`src/rtl/evt_pkg.sv`:
```
package evt_pkg;
    localparam int DEF_TASK_W = 3;
    localparam int DEF_MSG_W  = 8;
    localparam int DEF_SLOTS  = 8;

    function automatic int idx_width(input int count);
        return (count > 1) ? $clog2(count) : 1;
    endfunction
endpackage

```
`src/rtl/evt_prio_pick.sv`:
```
module evt_prio_pick #(
    parameter int N  = 8,
    parameter int IW = 3
) (
    input  logic [N-1:0]  req,
    output logic          found,
    output logic [IW-1:0] idx,
    output logic [N-1:0]  grant
);
    always_comb begin
        found = 1'b0;
        idx   = '0;
        for (int i = N - 1; i >= 0; i--) begin
            if (req[i]) begin
                found = 1'b1;
                idx   = IW'(i);
            end
        end
        grant = '0;
        if (found) grant[idx] = 1'b1;
    end
endmodule

```
`src/rtl/evt_dst_match.sv`:
```
module evt_dst_match #(
    parameter int SLOTS  = 8,
    parameter int TASK_W = 3,
    parameter int NT     = 8
) (
    input  logic [SLOTS-1:0]             vld,
    input  logic [SLOTS-1:0][TASK_W-1:0] dst,
    input  logic [TASK_W-1:0]            key,
    output logic [SLOTS-1:0]             hit,
    output logic [NT-1:0]                pend
);
    genvar s, t;
    generate
        for (s = 0; s < SLOTS; s++) begin : g_slot
            assign hit[s] = vld[s] && (dst[s] == key);
        end
        for (t = 0; t < NT; t++) begin : g_task
            logic [SLOTS-1:0] aim;
            for (s = 0; s < SLOTS; s++) begin : g_aim
                assign aim[s] = vld[s] && (dst[s] == TASK_W'(t));
            end
            assign pend[t] = |aim;
        end
    endgenerate
endmodule

```
`src/rtl/evt_msg_file.sv`:
```
module evt_msg_file
    import evt_pkg::*;
#(
    parameter int TASK_W = DEF_TASK_W,
    parameter int MSG_W  = DEF_MSG_W,
    parameter int SLOTS  = DEF_SLOTS,
    localparam int NT     = 1 << TASK_W,
    localparam int SLOT_W = idx_width(SLOTS)
) (
    input  logic              clk,
    input  logic              rst,
    input  logic              post_req,
    input  logic [TASK_W-1:0] post_src,
    input  logic [TASK_W-1:0] post_dst,
    input  logic [MSG_W-1:0]  post_msg,
    input  logic              find_req,
    input  logic [TASK_W-1:0] find_task,
    input  logic              find_clear,
    output logic              find_hit,
    output logic [TASK_W-1:0] find_src,
    output logic [MSG_W-1:0]  find_msg,
    output logic [SLOT_W-1:0] find_slot,
    output logic              full,
    output logic              overflow,
    output logic [NT-1:0]     sync_evt
);
    // Slot layout: valid in the top bit, then source, destination, message.
    typedef struct packed {
        logic              vld;
        logic [TASK_W-1:0] src;
        logic [TASK_W-1:0] dst;
        logic [MSG_W-1:0]  msg;
    } slot_t;

    slot_t ent_q [SLOTS];

    logic [SLOTS-1:0]             vld;
    logic [SLOTS-1:0][TASK_W-1:0] dst;
    logic [SLOTS-1:0]             hit_vec;
    logic                         m_found, f_found;
    logic [SLOT_W-1:0]            m_idx, f_idx;
    logic [SLOTS-1:0]             m_grant, f_grant;
    logic [SLOTS-1:0]             clr_mask, free_vec;

    logic              hit_q, ovf_q;
    logic [TASK_W-1:0] src_q;
    logic [MSG_W-1:0]  msg_q;
    logic [SLOT_W-1:0] slot_q;

    genvar g;
    generate
        for (g = 0; g < SLOTS; g++) begin : g_unpack
            assign vld[g] = ent_q[g].vld;
            assign dst[g] = ent_q[g].dst;
        end
    endgenerate

    evt_dst_match #(.SLOTS(SLOTS), .TASK_W(TASK_W), .NT(NT)) u_match (
        .vld(vld), .dst(dst), .key(find_task), .hit(hit_vec), .pend(sync_evt)
    );

    evt_prio_pick #(.N(SLOTS), .IW(SLOT_W)) u_find_pick (
        .req(hit_vec), .found(m_found), .idx(m_idx), .grant(m_grant)
    );

    // A clear in this cycle frees its slot before allocation looks.
    assign clr_mask = (find_req && find_clear && m_found) ? m_grant : '0;
    assign free_vec = ~(vld & ~clr_mask);

    evt_prio_pick #(.N(SLOTS), .IW(SLOT_W)) u_free_pick (
        .req(free_vec), .found(f_found), .idx(f_idx), .grant(f_grant)
    );

    always_ff @(posedge clk) begin
        if (rst) begin
            for (int i = 0; i < SLOTS; i++) ent_q[i] <= '0;
            hit_q  <= 1'b0;
            ovf_q  <= 1'b0;
            src_q  <= '0;
            msg_q  <= '0;
            slot_q <= '0;
        end else begin
            for (int i = 0; i < SLOTS; i++) begin
                if (clr_mask[i]) ent_q[i].vld <= 1'b0;
                if (post_req && f_grant[i])
                    ent_q[i] <= '{vld: 1'b1, src: post_src, dst: post_dst, msg: post_msg};
            end
            ovf_q <= post_req && !f_found;
            hit_q <= find_req && m_found;
            if (find_req && m_found) begin
                src_q  <= ent_q[m_idx].src;
                msg_q  <= ent_q[m_idx].msg;
                slot_q <= m_idx;
            end
        end
    end

    assign full      = &vld;
    assign overflow  = ovf_q;
    assign find_hit  = hit_q;
    assign find_src  = src_q;
    assign find_msg  = msg_q;
    assign find_slot = slot_q;
endmodule

```
`config.mk`:
```
export PLATFORM = sky130hd
export DESIGN_NAME = evt_msg_file
export DESIGN_NICKNAME = d
export VERILOG_FILES = /design/src/rtl/evt_pkg.sv /design/src/rtl/evt_prio_pick.sv /design/src/rtl/evt_dst_match.sv /design/src/rtl/evt_msg_file.sv
export SDC_FILE = /design/constraint.sdc
export NUM_CORES = 1
export LEC_CHECK = 0
export BUFFER_PORTS_ARGS = -buffer_cell sky130_fd_sc_hd__buf_2
export CAP_MARGIN = 25
export CORE_UTILIZATION = 34
export DETAILED_ROUTE_END_ITERATION = 6
export SETUP_SLACK_MARGIN = 0.2
export SYNTH_ARGS = -nofsm -noshare
export SYNTH_HDL_FRONTEND = slang
export SYNTH_SLANG_ARGS = --single-unit
```
`constraint.sdc`:
```
create_clock -name clk -period 3.18 [get_ports clk]
set_input_delay 0.477 -clock clk [delete_from_list [all_inputs] [get_ports clk]]
set_output_delay 0.477 -clock clk [all_outputs]
set_load 0.05 [all_outputs]
```
# Word level (Yosys, flattened, before mapping)
# Memory sizes are Yosys's and may differ from the RTL's. A register that Yosys moved wholly into a read port is not among the register bits.
# Index checks and enable logic that the tools add are counted.
dict set report totals {
  latch_bits 0
  inputBits 22
  output_inout_bits 25
  wordCells 316
  mem_bits_ro 0
  ram_bits 120
  mem_count 1
  regBits 5
}
# name words word_bits rd rd_clocked_by_memory_dff write_ports line
set mem_list {}
lappend mem_list {ent_q 8 15 9 1 8 evt_msg_file.sv:35} ;# slot_t ent_q [SLOTS];
dict set report op_classes {
  add_sub_neg 0
  n_reduce_logical 104
  bitwise 27
  div 0
  mul 0
  n_lt_le_gt_ge 4
  shifts 0
  n_eq_ne 64
  mux 113
}
# op count
set ops {}
lappend ops {{$mux 14} 8}
lappend ops {{$eq 3x3->1 const B} 32}
lappend ops {{$logic_and 1x1->1} 86}
lappend ops {{$mux 1} 84}
lappend ops {{$reduce_or 8->1} 8}
lappend ops {{$eq 3x2->1 const B} 16}
lappend ops {{$mux 3} 16}
lappend ops {{$eq 3x1->1 const B} 8}
lappend ops {{$eq 3x3->1} 8}
lappend ops {{$logic_not 3->1} 8}
lappend ops {{$mux 8} 3}
lappend ops {{$or 1x1->1} 24}
lappend ops {{$not 8->8} 2}
lappend ops {{$and 8x8->8} 1}
lappend ops {{$lt 3x4->1 const B} 2}
lappend ops {{$reduce_and 8->1} 1}
lappend ops {{$demux 1 s3} 2}
lappend ops {{$ge 3x1->1 const B} 2}
lappend ops {{$logic_not 1->1} 1}

# Logic depth before layout (Yosys ltp)
# Gate-level depths: netlist of run 1.
# An unclocked memory read counts as a cell.
dict set report logic_depth {
  depth_word 38
  ltp_mapped 11
  ltp_nobuf 7
}

# By module
# A second synthesis of run 1 with hierarchy kept.
dict set report hier_totals {
  hier_cells 624
  hier_area_um2 6894.1
}
# module n_inst area_each_um2 seq_area_each_um2 cells_each
set modules_own_cells {}
lappend modules_own_cells {evt_msg_file 1 5683.0 3923.8 438}
lappend modules_own_cells {evt_dst_match 1 920.9 0.0 136}
lappend modules_own_cells {evt_prio_pick 2 145.1 0.0 25}

# Worst setup path before layout of run 1
# OpenSTA, ideal clock, no wires.
dict set report synth_timing {
  path_kind {input to register}
  from {input find_task[1]}
  to {memory ent_q[7][0] (netlist name), enable pin}
  setup_ns 0.405
  arrival_ns 3.042
  path_stages 9
  slack_ns -0.267
  t_required_ns 2.775
  n_path_buf 2
  cell_sequence {buf_6 -> xnor2_1 -> and4_4 -> o211ai_2 -> a2111oi_4 -> o21ai_2 -> a21o_1 -> buf_6 -> o21ai_0}
}
# element line
set synth_lines {}
lappend synth_lines {{start, declared} evt_msg_file.sv:17} ;# input logic [TASK_W-1:0] find_task,
lappend synth_lines {{end, declared} evt_msg_file.sv:35}

==> metrics.csv, run 1 <==
metric,value,unit
status,"complete, no violations",
num_rows,53,
syn_nets,704,
synth.avg_cell_area,11.0,um^2
postRouteAntennaNets,0,
wl_per_cell,20.5,um
grt_start_max_net_pins,37,
place_area,8270,um^2
cts_sinks,136,
cts_root_buf,clkbuf_16,
n_fill_cell,2013,
hold_path.class,in -> reg,
remaining_drc_errors,0,
yosysUniqueCellTypes,58,
maxCapViolations,0,
antenna_found_initial,0,
layout_common_cells,"edfxtp_1, buf_4, a31oi_1, buf_2, nor2_1",
fin_crit_sh,0.906,
vias,5828,
start_util,0.352,
clk-insertion-delay-late,0.42,ns
crit_arrival,2.99,ns
async_flop_share,0,
synth-edff-count,120,
synth_area_leader_cell,edfxtp_1,
required,3.29,ns
cp_max_fo,14,
ys_top_cells_by_area,"edfxtp_1, nor3_2, dfxtp_1",
gp_congestion,0.991,
die-area,22600,um^2
finalHoldViolations,0,
tightest_slew,0.565,ns
numCtsBuffers,17,
ys_seq_elements,136,
yosysSeqAreaShare,0.523,
setup_viol,0,
drive_above_1_share,0.290,
dp_hpwl,14700,um
clock_path_buffers,2,
whs,0.342,ns
mostFrequentLayoutCell,edfxtp_1,
grt_pass1_wl,32000,um
cts.htree.levels,4,
die-width,150,um
fin_nets,778,
fmax,347,MHz
fin_skew,0.0123,ns
yosys_most_used_dff,edfxtp_1,
netlist_area,7500,um^2
power_density,555,nW/um^2
fin_area,8980,um^2
clk_pin_slew,0.05,ns
synth_cells,682,
synth_top_area_frac,0.481,
cts_tree,built,
drtIter0Drc,591,
pin_count,47,
hold_buffers,0,
period_needed,2.88,ns
grt_setup_unrepaired,false,
start_kind,register,
portBuffers,46,
maxSlewHeadroom,0.622,
core_area,21300,um^2
grt_overflow,0,
via_per_inst,5.58,
finalWirelength,21400,um
ir_drop,0.000504,V
die_h,150,um
antenna_cells,0,
ys.warnings.count,0,
area_growth,19.8,%
power.leakage,3.23,nW
first_pass_iters,5,
critPathKind,reg -> reg,
grt_pass1_vias,5394,
crit_path_end_kind,register,
grt.total_usage,0.193,
finalMaxSlewViolations,0,
-- worst max-delay path: stages, from the launching register on --
cell	delay, ns
edfxtp_1	0.52
xnor2_2	0.23
a41oi_2	0.29
nand2_2	0.09
or4_4	0.51
a21oi_4	0.18
buf_4	0.14
a211oi_2	0.03
buf_4	0.20
o21ai_2	0.13
buf_4	0.25
-- cells in the mapped netlist, types with 5 or more instances --
cell type / count
nand3_1: 5
a221o_1: 11
o211ai_1: 14
a21oi_1: 36
nand4_1: 11
a31oi_1: 48
nand2b_1: 6
edfxtp_1: 120
clkbuf_1: 24
nor3_2: 42
and2_1: 12
nor3_1: 32
buf_6: 9
xnor2_1: 21
buf_2: 22
o21ai_1: 6
and4_1: 28
nor2_1: 45
inv_1: 33
nand2_1: 42
nor3b_1: 12
dfxtp_1: 16
o21ai_0: 22
a211oi_1: 5
-- area by class of cell --
class                           instances  area (um^2)  area share
Multi-Input combinational cell        456         3230       0.360
Timing Repair Buffer                  111          754      0.0840
Sequential cell                       136         3920       0.437
Tap cell                              275          344      0.0383
Clock buffer                           24          482      0.0536
Clock inverter                          8          119      0.0132
Inverter                               34          128      0.0142
-- sequential cells by signal (all words and copies together) (netlist names) --
register,count
overflow,1
find_src,3
find_msg,8
ent_q,120
find_slot,3
find_hit,1
-- final timing paths --
| path | end | depth (start not counted) | start | slack (ns) |
|---|---|---|---|---|
| max | ent_q[6][3] | 10 | ent_q[0][8] | 0.30 |
| min | find_slot[1] | 2 | find_req | 0.34 |
| max reg2reg | ent_q[6][3] | 10 | ent_q[0][8] | 0.30 |
| min reg2reg | find_slot[0] | 2 | find_slot[0] | 0.45 |
-- cell families after synthesis --
kind of cell              share of synthesized area
DFF                                           0.523
and+or+nand+nor                               0.234
AOI/OAI and AO/OA                             0.153
buffers and inverters                        0.0583
xor gates and xnor gates                     0.0310
-- per-stage QoR --
stage / TNS [ns] / worst slack [ns] / std cells / power, mW / utilization
6_report: 0 / 0.298 / 1044 / 4.98 / 0.422
2_1_floorplan: 0 / 0.264 / 682 / 2.71 / -
5_1_grt: 0 / 0.202 / 1044 / 5.13 / 0.422
4_1_cts: 0 / 0.204 / 1037 / 4.97 / 0.417
3_3_place_gp: 0 / 0.0170 / 1004 / 2.99 / 0.388
3_5_place_dp: -0.336 / -0.0259 / 1005 / 2.99 / 0.388
-- report_power, final --
part,switching [mW],total (mW),internal (mW)
Clock,0.711,2.00,1.29
Combinational,0.580,0.841,0.261
Sequential,0.0757,2.14,2.06
-- layer usage --
metal | GRT usage | up-vias | part of all wire
met5 | 0 | - | 0
met4 | 0.0646 | 0 | 0.018
met3 | 0.0436 | 24 | 0.065
met2 | 0.297 | 222 | 0.46
met1 | 0.267 | 2827 | 0.45
li1 | - | 2755 | -
-- what timing repair did --
item / in CTS / in global routing
setup endpoints to repair: 14 / 102
gates resized for setup: 1 / 10
setup buffers: 0 / 7
No activity file was read; power rests on OpenSTA's default activity.
==> inputs of run 2 (changes only) <==
--- a/config.mk
+++ b/config.mk
@@ -7,5 +7,5 @@
 export LEC_CHECK = 0
 export BUFFER_PORTS_ARGS = -buffer_cell sky130_fd_sc_hd__buf_2
-export CAP_MARGIN = 25
+export CAP_MARGIN = 20
 export CORE_UTILIZATION = 34
 export DETAILED_ROUTE_END_ITERATION = 6
==> constraint.sdc (replaced) <==
create_clock -name clk -period 3.18 [get_ports clk]
set_input_delay 0.159 -clock clk [delete_from_list [all_inputs] [get_ports clk]]
set_output_delay 0.159 -clock clk [all_outputs]
set_load 0.05 [all_outputs]
==> run 2 against run 1 <==
  * Cell count shrank 2.3%
  * Clock-buffer cell count shrank 6
  * Maximum frequency is essentially flat
  * Combinational power shrank 4.5%
  * Sequential power is essentially flat
  * Die area is the same
  * Critical path type unchanged
  * Critical endpoint is now ent_q[5][13]
  * Largest power group unchanged
==> metrics.csv, run 2 (same netlist as run 1, synthesis figures left out) <==
metric,value,unit,change
status,"complete, no violations",,unchanged
rr_endpoint,ent_q[5][13],,was ent_q[6][3]
cts_root_buf,clkbuf_16,,unchanged
fin_area,8780,um^2,was 8980 um^2
crit_path_end_kind,register,,unchanged
hold_depth,2,,unchanged
start_kind,register,,unchanged
mostFrequentLayoutCell,edfxtp_1,,unchanged
start_util,0.352,,unchanged
hold_path.class,in -> reg,,unchanged
core_area,21300,um^2,unchanged
reg2reg_slack,0.30,ns,about the same
place_inst,986,,was 1005
total_power,4.96,mW,was 4.98 mW
via_per_inst,5.69,,was 5.58
cp_cell_sequence,xnor2_1 > nand4_2 > buf_4 > o211ai_2 > a2111oi_4 > o21ai_2 > a21o_2 > o21ai_1 > buf_4,,was xnor2_2 > a41oi_2 > nand2_2 > or4_4 > a21oi_4 > buf_4 > a211oi_2 > buf_4 > o21ai_2 > buf_4
area_growth,17.2,%,was 19.8%
finalSetupTns,0,ns,unchanged
fin_cells,1020,,was 1044
dp_slack,0.292,ns,was -0.0259 ns
ir_drop,0.000479,V,was 0.000504 V
cts_tree,built,,unchanged
grt.total_usage,0.189,,was 0.193
first_pass_iters,5,,unchanged
cts.htree.levels,4,,unchanged
clock_path_buffers,2,,unchanged
n_fill_cell,2000,,was 2013
power.leakage,3.09,nW,was 3.23 nW
fmax,347,MHz,about the same
setup_viol,0,,unchanged
required,3.30,ns,was 3.29 ns
drive_above_1_share,0.259,,was 0.290
antenna_cells,0,,unchanged
die-width,150,um,unchanged
fin_util,0.413,,was 0.422
maxCapViolations,0,,unchanged
crit_start,ent_q[2][8],,was ent_q[0][8]
finalMaxSlewViolations,0,,unchanged
wl_met2,9350,um,was 9920 um
grt_pass1_vias,5244,,was 5394
vias,5807,,was 5828
layout_common_cells,"edfxtp_1, a31oi_1, buf_2, nor2_1, nor3_2",,"was edfxtp_1, buf_4, a31oi_1, buf_2, nor2_1"
gp_congestion,0.957,,was 0.991
finalWirelength,20700,um,was 21400 um
grt_start_max_net_pins,48,,was 37
regMostFlops,ent_q,,unchanged
fin_crit_sh,0.906,,about the same
maxSlewHeadroom,0.453,,was 0.622
min_from,find_req,,unchanged
dp_hpwl,14500,um,was 14700 um
crit_arrival,3.00,ns,was 2.99 ns
rr_worst_depth,9,,was 10
die-area,22600,um^2,unchanged
place_area,8120,um^2,was 8270 um^2
num_rows,53,,unchanged
power_density,565,nW/um^2,was 555 nW/um^2
whs,0.0651,ns,was 0.342 ns
pin_count,47,,unchanged
hold_buffers,0,,unchanged
wl_per_cell,20.3,um,was 20.5 um
grt_pass1_wl,31300,um,was 32000 um
wl_met1,9390,um,was 9650 um
tightest_slew,0.812,ns,was 0.565 ns
finalHoldViolations,0,,unchanged
fin_skew,0.00894,ns,was 0.0123 ns
remaining_drc_errors,0,,unchanged
crit_top_cell,buf_4,,unchanged
fin_ws,0.298,ns,about the same
portBuffers,46,,unchanged
critPathKind,reg -> reg,,unchanged
die_h,150,um,unchanged
critical_path.top_delay_family,compound AO/OA/AOI/OAI gates,,unchanged
regToRegStartpoint,ent_q[2][8],,was ent_q[0][8]
clk-insertion-delay-late,0.42,ns,about the same
crit_cells,9,,was 10
clk_pin_slew,0.06,ns,was 0.05 ns
fin_nets,754,,was 778
top_layer,met4,,unchanged
slowest_stage,edfxtp_1,,unchanged
grt_overflow,0,,unchanged
period_needed,2.88,ns,about the same
cp_max_fo,11,,was 14
largest_register_ffs,120,,unchanged
worst-path-buf-inv,2,,was 3
wl_met3,1640,um,was 1400 um
numCtsBuffers,17,,unchanged
cts_sinks,136,,unchanged
cp_slowest_stage_delay,0.50,ns,was 0.52 ns
critPathCapture,ent_q[5][13],,was ent_q[6][3]
postRouteAntennaNets,0,,unchanged
drtIter0Drc,630,,was 591
grt_setup_unrepaired,false,,unchanged
antenna_found_initial,0,,unchanged
-- run 2: cell count changes in the layout (fill, tap and decap cells not counted), sizes merged --
cell and delta:
inv +5, buf -24, clkinvlp +3, clkbuf -6
clkinv -2
-- run 2: worst min path at each step --
stage,slack [ns],to
floorplan,0.26,find_slot[1]
global placement,0.44,find_slot[0]
detailed placement,0.45,find_slot[0]
CTS,0.04,find_slot[1]
global route,0.05,find_slot[2]
finish,0.07,find_slot[1]
-- run 2: layout make-up --
| type | count | area (um^2) | area share |
|---|---|---|---|
| well taps | 275 | 344 | 0.0392 |
| multi-input cells | 456 | 3200 | 0.364 |
| clock inverters | 14 | 170 | 0.0194 |
| clock buffers | 18 | 429 | 0.0489 |
| inverters | 34 | 128 | 0.0145 |
| flip-flops and latches | 136 | 3920 | 0.447 |
| repair buffers | 87 | 588 | 0.0670 |
-- run 2: repair_timing --
item	4_1_cts	5_1_grt
setup endpoints to repair	0	78
gates resized for setup	0	6
buffers inserted	0	2
-- run 2: where the power goes --
group	leakage [nW]	internal [mW]	switching, mW
Sequential	1.38	2.06	0.0734
Combinational	1.43	0.238	0.565
Clock	0.286	1.24	0.787
Total	3.09	3.54	1.43
-- run 2: worst reg2reg max path, delay by kind of cell, from the launching register on --
family	cells	cell delay (ns)
xor gates and xnor gates	1	0.20
DFF	1	0.50
and+or+nand+nor	1	0.22
AOI/OAI and AO/OA	5	1.25
buffers and inverters	2	0.41
-- run 2: layer usage --
layer | track usage | vias up
li1 | - | 2706
met1 | 0.272 | 2820
met2 | 0.282 | 256
met3 | 0.0339 | 25
met4 | 0.0657 | 0
met5 | 0 | -
